===== config.mk =====
export PLATFORM = sky130hd
export DESIGN_NAME = addsub_flags_unit
export DESIGN_NICKNAME = d
export VERILOG_FILES = /design/src/rtl/addsub_pkg.sv /design/src/rtl/addsub_ctrl.sv /design/src/rtl/addsub_datapath.sv /design/src/rtl/addsub_flags_unit.sv
export SDC_FILE = /design/constraint.sdc
export NUM_CORES = 1
export LEC_CHECK = 0
export BUFFER_PORTS_ARGS = -buffer_cell sky130_fd_sc_hd__buf_4
export CAP_MARGIN = 20
export CELL_PAD_IN_SITES_DETAIL_PLACEMENT = 1
export CELL_PAD_IN_SITES_GLOBAL_PLACEMENT = 1
export CORE_MARGIN = 3
export CORE_UTILIZATION = 37
export DETAILED_ROUTE_END_ITERATION = 7
export GPL_ROUTABILITY_DRIVEN = 0
export GPL_TIMING_DRIVEN = 0
export MAX_ROUTING_LAYER = met4
export PLACE_DENSITY_LB_ADDON = 0.1
export SLEW_MARGIN = 25
export SYNTH_ARGS = -nofsm -noshare
export SYNTH_HDL_FRONTEND = slang
export SYNTH_HIERARCHICAL = 1
export SYNTH_SLANG_ARGS = --single-unit

===== constraint.sdc =====
create_clock -name clk -period 9.1 [get_ports clk]
set_input_delay 1.365 -clock clk [delete_from_list [all_inputs] [get_ports clk]]
set_output_delay 1.365 -clock clk [all_outputs]
set_load 0.05 [all_outputs]

===== src/rtl/addsub_pkg.sv =====
package addsub_pkg;

  typedef enum logic [2:0] {
    OP_ADD   = 3'd0,
    OP_SUBF  = 3'd1,
    OP_ADDE  = 3'd2,
    OP_ADDZE = 3'd3,
    OP_ADDME = 3'd4,
    OP_ADDIS = 3'd5,
    OP_SUBFE = 3'd6,
    OP_SPARE = 3'd7
  } opcode_e;

  typedef enum logic [1:0] {
    SRC_B,
    SRC_IMMHI,
    SRC_ZERO,
    SRC_ONES
  } bsrc_e;

  typedef enum logic [1:0] {
    CIN_ZERO,
    CIN_ONE,
    CIN_CARRY
  } cin_e;

  typedef struct packed {
    logic  invA;
    bsrc_e bSrc;
    cin_e  cinSel;
    logic  wrCa;
    logic  wrOv;
    logic  wrCr;
    logic  load;
  } strobes_t;

endpackage


===== src/rtl/addsub_ctrl.sv =====
module addsub_ctrl
  import addsub_pkg::*;
(
  input  logic     valid,
  input  logic [2:0] opSel,
  input  logic     recCarry,
  input  logic     recOvf,
  input  logic     recCond,
  output strobes_t ctl
);

  logic isExt;

  always_comb begin
    ctl.invA   = 1'b0;
    ctl.bSrc   = SRC_B;
    ctl.cinSel = CIN_ZERO;
    isExt      = 1'b0;
    case (opcode_e'(opSel))
      OP_SUBF:  begin ctl.invA = 1'b1; ctl.cinSel = CIN_ONE; end
      OP_ADDE:  begin ctl.cinSel = CIN_CARRY; isExt = 1'b1; end
      OP_ADDZE: begin ctl.bSrc = SRC_ZERO; ctl.cinSel = CIN_CARRY; isExt = 1'b1; end
      OP_ADDME: begin ctl.bSrc = SRC_ONES; ctl.cinSel = CIN_CARRY; isExt = 1'b1; end
      OP_ADDIS: ctl.bSrc = SRC_IMMHI;
      OP_SUBFE: begin ctl.invA = 1'b1; ctl.cinSel = CIN_CARRY; isExt = 1'b1; end
      default:  ;
    endcase
    ctl.wrCa = recCarry | isExt;
    ctl.wrOv = recOvf;
    ctl.wrCr = recCond;
    ctl.load = valid;
  end


  always_comb begin
    extCarryChk : assert (!isExt || ctl.cinSel == CIN_CARRY);
  end

endmodule


===== src/rtl/addsub_datapath.sv =====
module addsub_datapath
  import addsub_pkg::*;
#(
  parameter int WIDTH = 32,
  parameter int IMM_W = 16
) (
  input  logic             clk,
  input  logic             rst,
  input  strobes_t         ctl,
  input  logic [WIDTH-1:0] opA,
  input  logic [WIDTH-1:0] opB,
  output logic [WIDTH-1:0] result,
  output logic             nextCa,
  output logic             nextOv,
  output logic             nextSo,
  output logic [3:0]       nextCr,
  output logic             caQ,
  output logic             ovQ,
  output logic             soQ,
  output logic [3:0]       crQ
);

  localparam int MSB = WIDTH - 1;
  localparam int PAD = WIDTH - IMM_W;

  logic [WIDTH-1:0] xOp, yOp;
  logic             cin;
  logic [WIDTH:0]   sumExt;
  logic             carryOut, ovf;
  logic             isNeg, isZero;

  always_comb begin
    xOp = ctl.invA ? ~opA : opA;
    case (ctl.bSrc)
      SRC_IMMHI: yOp = {opB[IMM_W-1:0], {PAD{1'b0}}};
      SRC_ZERO:  yOp = '0;
      SRC_ONES:  yOp = '1;
      default:   yOp = opB;
    endcase
    case (ctl.cinSel)
      CIN_ONE:   cin = 1'b1;
      CIN_CARRY: cin = caQ;
      default:   cin = 1'b0;
    endcase
    sumExt = {1'b0, xOp} + {1'b0, yOp} + {{WIDTH{1'b0}}, cin};
  end

  assign result   = sumExt[MSB:0];
  assign carryOut = sumExt[WIDTH];
  assign ovf      = (xOp[MSB] == yOp[MSB]) && (result[MSB] != xOp[MSB]);
  assign isNeg    = result[MSB];
  assign isZero   = (result == '0);

  assign nextCa = ctl.wrCa ? carryOut : caQ;
  assign nextOv = ctl.wrOv ? ovf : ovQ;
  assign nextSo = soQ | (ctl.wrOv & ovf);
  assign nextCr = ctl.wrCr ? {isNeg, !isZero && !isNeg, isZero, nextSo} : crQ;

  always_ff @(posedge clk) begin
    if (rst) begin
      caQ <= 1'b0;
      ovQ <= 1'b0;
      soQ <= 1'b0;
      crQ <= 4'b0;
    end else if (ctl.load) begin
      caQ <= nextCa;
      ovQ <= nextOv;
      soQ <= nextSo;
      crQ <= nextCr;
    end
  end


  so_sticky_chk : assert property (@(posedge clk) disable iff (rst)
    soQ |=> soQ);


  hold_idle_chk : assert property (@(posedge clk) disable iff (rst)
    !ctl.load |=> $stable({caQ, ovQ, soQ, crQ}));


  cr_sign_chk : assert property (@(posedge clk) disable iff (rst)
    $onehot0(crQ[3:1]));


  cr_so_chk : assert property (@(posedge clk) disable iff (rst)
    (ctl.load && ctl.wrCr) |=> (crQ[0] == soQ));


  ov_keep_chk : assert property (@(posedge clk) disable iff (rst)
    (ctl.load && !ctl.wrOv) |=> $stable({ovQ, soQ}));


  reset_clear_chk : assert property (@(posedge clk)
    rst |=> ({caQ, ovQ, soQ, crQ} == 7'b0));

endmodule


===== src/rtl/addsub_flags_unit.sv =====
module addsub_flags_unit
  import addsub_pkg::*;
#(
  parameter int WIDTH = 32,
  parameter int IMM_W = 16
) (
  input  logic             clk,
  input  logic             rst,
  input  logic             valid,
  input  logic [2:0]       opSel,
  input  logic [WIDTH-1:0] opA,
  input  logic [WIDTH-1:0] opB,
  input  logic             recCarry,
  input  logic             recOvf,
  input  logic             recCond,
  output logic [WIDTH-1:0] result,
  output logic             nextCa,
  output logic             nextOv,
  output logic             nextSo,
  output logic [3:0]       nextCr,
  output logic             caQ,
  output logic             ovQ,
  output logic             soQ,
  output logic [3:0]       crQ
);

  strobes_t ctl;

  addsub_ctrl u_ctrl (
    .valid    (valid),
    .opSel    (opSel),
    .recCarry (recCarry),
    .recOvf   (recOvf),
    .recCond  (recCond),
    .ctl      (ctl)
  );

  addsub_datapath #(.WIDTH(WIDTH), .IMM_W(IMM_W)) u_dp (
    .clk    (clk),
    .rst    (rst),
    .ctl    (ctl),
    .opA    (opA),
    .opB    (opB),
    .result (result),
    .nextCa (nextCa),
    .nextOv (nextOv),
    .nextSo (nextSo),
    .nextCr (nextCr),
    .caQ    (caQ),
    .ovQ    (ovQ),
    .soQ    (soQ),
    .crQ    (crQ)
  );

endmodule


=== After elaboration in Yosys (flattened, before gate mapping) ===
Index checks and enable logic that the tools add are counted.

* Register bits after elaboration: 7
* Input bits: 73
* Output and inout port bits: 46
* Word-level logic and storage cells: 40

* Add/sub/neg operators: 2
* Equality and inequality tests: 13
* Mux-type cells: 10
* Bitwise logic cells: 4
* Reduce and logical (&&, ||, !) cells: 7

{| class="wikitable"
|+ Operator list
! operator !! count
|-
| $pmux W32 S3 || 1
|-
| $add A32 B32 Y33 || 1
|-
| $add A33 B1 Y33 || 1
|-
| $logic_not A32 Y1 || 1
|-
| $mux W32 || 1
|-
| $not A32 Y32 || 1
|-
| $eq A3 B3 Y1 const B || 3
|-
| $eq A2 B2 Y1 const B || 3
|-
| $eq A3 B2 Y1 const B || 2
|-
| $pmux W2 S3 || 1
|-
| $eq A2 B1 Y1 const B || 2
|-
| $mux W1 || 4
|-
| $mux W4 || 1
|-
| $pmux W2 S2 || 1
|-
| $reduce_or A4 Y1 || 1
|-
| $eq A3 B1 Y1 const B || 1
|-
| $logic_and A1 B1 Y1 || 2
|-
| $logic_not A1 Y1 || 2
|-
| $or A1 B1 Y1 || 2
|-
| $pmux W1 S2 || 1
|-
| $reduce_or A2 Y1 || 1
|-
| $and A1 B1 Y1 || 1
|-
| $eq A1 B1 Y1 || 1
|-
| $ne A1 B1 Y1 || 1
|}

=== Longest topological paths before layout ===
* Word-level depth: 11
* Depth in mapped cells: 18
* Gate-level depth less buffers: 18

=== Cells and area by module ===
The synthesis kept the hierarchy.

{| class="wikitable"
|+ By module, submodules not included
! module !! instances !! cells each !! area an instance (sq um) !! seq. area each (sq um)
|-
| addsub_datapath || 1 || 425 || 2941.6 || 140.1
|-
| addsub_ctrl || 1 || 14 || 95.1 || 0.0
|}

=== Worst setup path after synthesis ===
Ideal clock, no wire load.

* Kind: input to output
* From: input opSel[1]
* To: output nextCr[1]
* Data arrival time: 6.730 ns
* Data required time: 7.735 ns
* Path slack: 1.005 ns
* Stages on the path: 17
* Buffers on the path: 2
* Path through: nor3b_2 > o21bai_1 > clkbuf_1 > buf_1 > xor2_1 > fa_1 > fa_1 > a211oi_1 > o211ai_1 > o2111ai_1 > o211a_1 > nor2_1 > a311o_1 > o22ai_1 > xnor2_1 > or4_1 > o22ai_1

{| class="wikitable"
|+ RTL lines
! item !! RTL line !! RTL
|-
| from (decl) || addsub_flags_unit.sv:10 || <nowiki>input logic [2:0] opSel,</nowiki>
|-
| to (decl) || addsub_flags_unit.sv:20 || <nowiki>output logic [3:0] nextCr,</nowiki>
|}

==> results.json <==
{
  "grt_pass1_vias": 3829,
  "ys_ff_latch": 7,
  "totalNegativeSetupSlack_ns": 0,
  "overflow": 0,
  "ys_top_cells_by_count": "nand2_1, xor2_1, o21ai_0, nor2_1, ha_1",
  "clock_power_share_pct": 5.3,
  "timing.hold.ws_ns": 0.475,
  "h-tree-depth": 1,
  "end_kind": "output port",
  "fin_area_um2": 4070,
  "first_iter_violations": 118,
  "holdBufCountCts": 0,
  "drt-total-wl_mm": 12.5,
  "dp.cells": 656,
  "p_sw_mw": 0.548,
  "die_y_um": 96.6,
  "finalWorstSetupSlack_ns": 0.360,
  "dieArea_um2": 9330,
  "num_antenna_cells": 0,
  "min_period_over_period_pct": 96.0,
  "synth.cell_area_um2": 3040,
  "grt_pass1_wl_mm": 18.7,
  "clk_path_buf_depth": 2,
  "yosysMostFrequentCell": "nand2_1",
  "final_util_pct": 51.9,
  "yosysWarnings": 6,
  "crit_required_ns": 7.74,
  "start_util_pct": 38.7,
  "max_freq_mhz": 114,
  "rsz0062_at_grt": "no",
  "synth_top_area_cell": "ha_1",
  "critPathLaunchType": "input pin",
  "crit_type": "in -> out",
  "r2r_slack_ns": 4.35,
  "fin_crit_ns": 8.74,
  "postCtsResizedCells": 0,
  "place_ws_ns": 0.354,
  "ff2ff_path_depth": 14,
  "fp-row-count": 32,
  "max_slew.worst_pin.slew_ns": 0.835,
  "core_area_um2": 7850,
  "finalSetupViolations": 0,
  "hpwl_mm": 10.7,
  "cts_setup_buffers": 0,
  "stdcell_count": 660,
  "r2r-end": "u_dp/crQ[1]$_SDFFE_PP0P_",
  "crit_arrival_ns": 7.37,
  "synth_edf_count": 0,
  "antenna_found_initial": 0,
  "cts_buffers": 3,
  "wl_per_cell_um": 18.9,
  "port_buffers": 115,
  "finalPower_mw": 0.864,
  "hp-start": "u_dp/crQ[3]$_SDFFE_PP0P_",
  "status": "complete, no violations",
  "fin_nets": 667,
  "die_x_um": 96.6,
  "hold_class": "reg -> reg",
  "postSynthAreaPerCell_um2": 6.92,
  "grt_max_degree": 11,
  "cap_violations": 0,
  "hold_end": "u_dp/crQ[3]$_SDFFE_PP0P_",
  "synth_fp_nets": 547,
  "sequentialPowerShare_pct": 4.2,
  "top_usage_layer": "met2",
  "post_dp_cell_area_um2": 4030,
  "clock-sinks": 7,
  "antenna_left": 0,
  "ys_types": 65,
  "cts_tree": "done",
  "p_leak_nw": 2.07,
  "vdd.ir_drop.worst_uv": 128,
  "cp_max_fo": 10,
  "internal-power_mw": 0.316,
  "yosysTopAreaCellShare_pct": 13.6,
  "ys_top_cells_by_area": "ha_1, xor2_1, nand2_1",
  "vias": 3809,
  "first_pass_iters": 4,
  "clkLatencyLatePin_ns": 0.23,
  "power_frac_comb_pct": 90.6,
  "drive_gt1_share_pct": 26.2,
  "drc": 0,
  "synth_flop_cell": "dfxtp_1",
  "synth_cells": 439,
  "via_per_inst": 5.77,
  "slew_viol_final": 0,
  "async_flop_share_pct": 0,
  "use_met3_pct": 1.94,
  "area_growth_pct": 34.1,
  "globalRouteTotalUtil_pct": 26.3,
  "ys_seq_area_share_pct": 4.61,
  "reg2reg_from": "u_dp/caQ$_SDFFE_PP0P_",
  "clk_pin_slew_ns": 0.05,
  "met2_usage_pct": 43.7,
  "io_pins": 119,
  "hold_viol": 0,
  "grtUsageMet1_pct": 34.0,
  "fin_worst_skew_ns": 0.00617,
  "p_per_area_nw_per_um2": 212,
  "hold_depth": 2,
  "switching_share_pct": 63.4,
  "slew_headroom_pct": 44.3,
  "clockRootBuffer": "clkbuf_8"
}
==> sequential cells by signal, summed over array words and instances (netlist names) <==
register / flops
u_dp/caQ: 1
u_dp/crQ: 4
u_dp/ovQ: 1
u_dp/soQ: 1
==> worst max-delay path by stage <==
stage	cells after the start	startpoint	to	slack, ns
final	19	opSel[1]	nextCr[1]	0.36
after global routing	19	opSel[0]	nextCr[1]	0.08
after CTS	19	opSel[1]	nextCr[1]	0.33
after detailed placement	19	opSel[1]	nextCr[1]	0.35
after global placement	19	opSel[1]	nextCr[1]	0.43
after floorplan	17	opSel[1]	nextCr[1]	1.00
==> worst max-delay path, cell delays in order <==
cell       delay, ns
buf_4           0.13
nor3b_2         0.23
o21bai_1        0.14
clkbuf_1        0.32
buf_1           0.56
xor2_1          0.19
fa_1            0.51
fa_1            0.42
a211oi_1        0.54
nor2_1          0.13
xor2_1          0.18
or4_1           0.42
nor4_1          0.41
nand4bb_1       0.20
nor4b_2         0.40
nand4b_1        0.21
or4_1           0.61
o22ai_1         0.16
buf_4           0.22
==> power groups by stage <==
stage	clock network, mW	registers, mW	logic (mW)
after global placement	0	0.0361	0.758
after global routing	0.0473	0.0361	0.831
final	0.0455	0.0359	0.782
after floorplan	0	0.0445	0.543
after detailed placement	0	0.0362	0.775
after CTS	0.0461	0.0359	0.778
==> cell usage in the layout, fill, tap and decap left out, types with 3 or more instances in the layout <==
master    instances
nor3_1            7
nor2_1           36
clkbuf_1         15
dfxtp_1           7
xnor2_1          13
nor4_1            4
clkbuf_8          3
a21o_1           24
inv_1            11
nand3_1           4
o21bai_1          5
or2_2             3
a31oi_1           6
ha_1             33
o21ai_1           4
and2_1            4
xor2_1           47
or4_1             4
o21a_1            3
buf_2             5
nand2_1          55
a21oi_1          32
a311oi_1          3
o211ai_1          6
o21ai_0          37
o22ai_1           3
nand3b_1          3
nand4_1           5
buf_1             3
and3_1            5
a211oi_1          6
buf_4           120
==> logic make-up after synthesis <==
family / Yosys count / share of synthesized area (%)
mux: 2 / 0.700
buf+inv: 38 / 5.52
flops: 7 / 4.61
compound gates: 150 / 32.7
simple gates: 147 / 24.2
fa+ha+maj: 35 / 14.9
xor+xnor: 60 / 17.3
==> routing by layer <==
layer | up-vias | wire length, um
met5 | - | 0
li1 | 1842 | -
met1 | 1799 | 5510
met3 | 29 | 688
met4 | 0 | 423
met2 | 139 | 5880
==> cell type report <==
| class | instances | area (um2) |
|---|---|---|
| Fill cell | 1068 | 3770 |
| Multi-Input combinational cell | 394 | 2730 |
| Timing Repair Buffer | 115 | 863 |
| Sequential cell | 7 | 140 |
| Tap cell | 102 | 128 |
| Buffer | 27 | 126 |
| Clock buffer | 4 | 45.0 |
| Inverter | 11 | 41.3 |
Note: power is estimated with default switching activity, not from simulation.
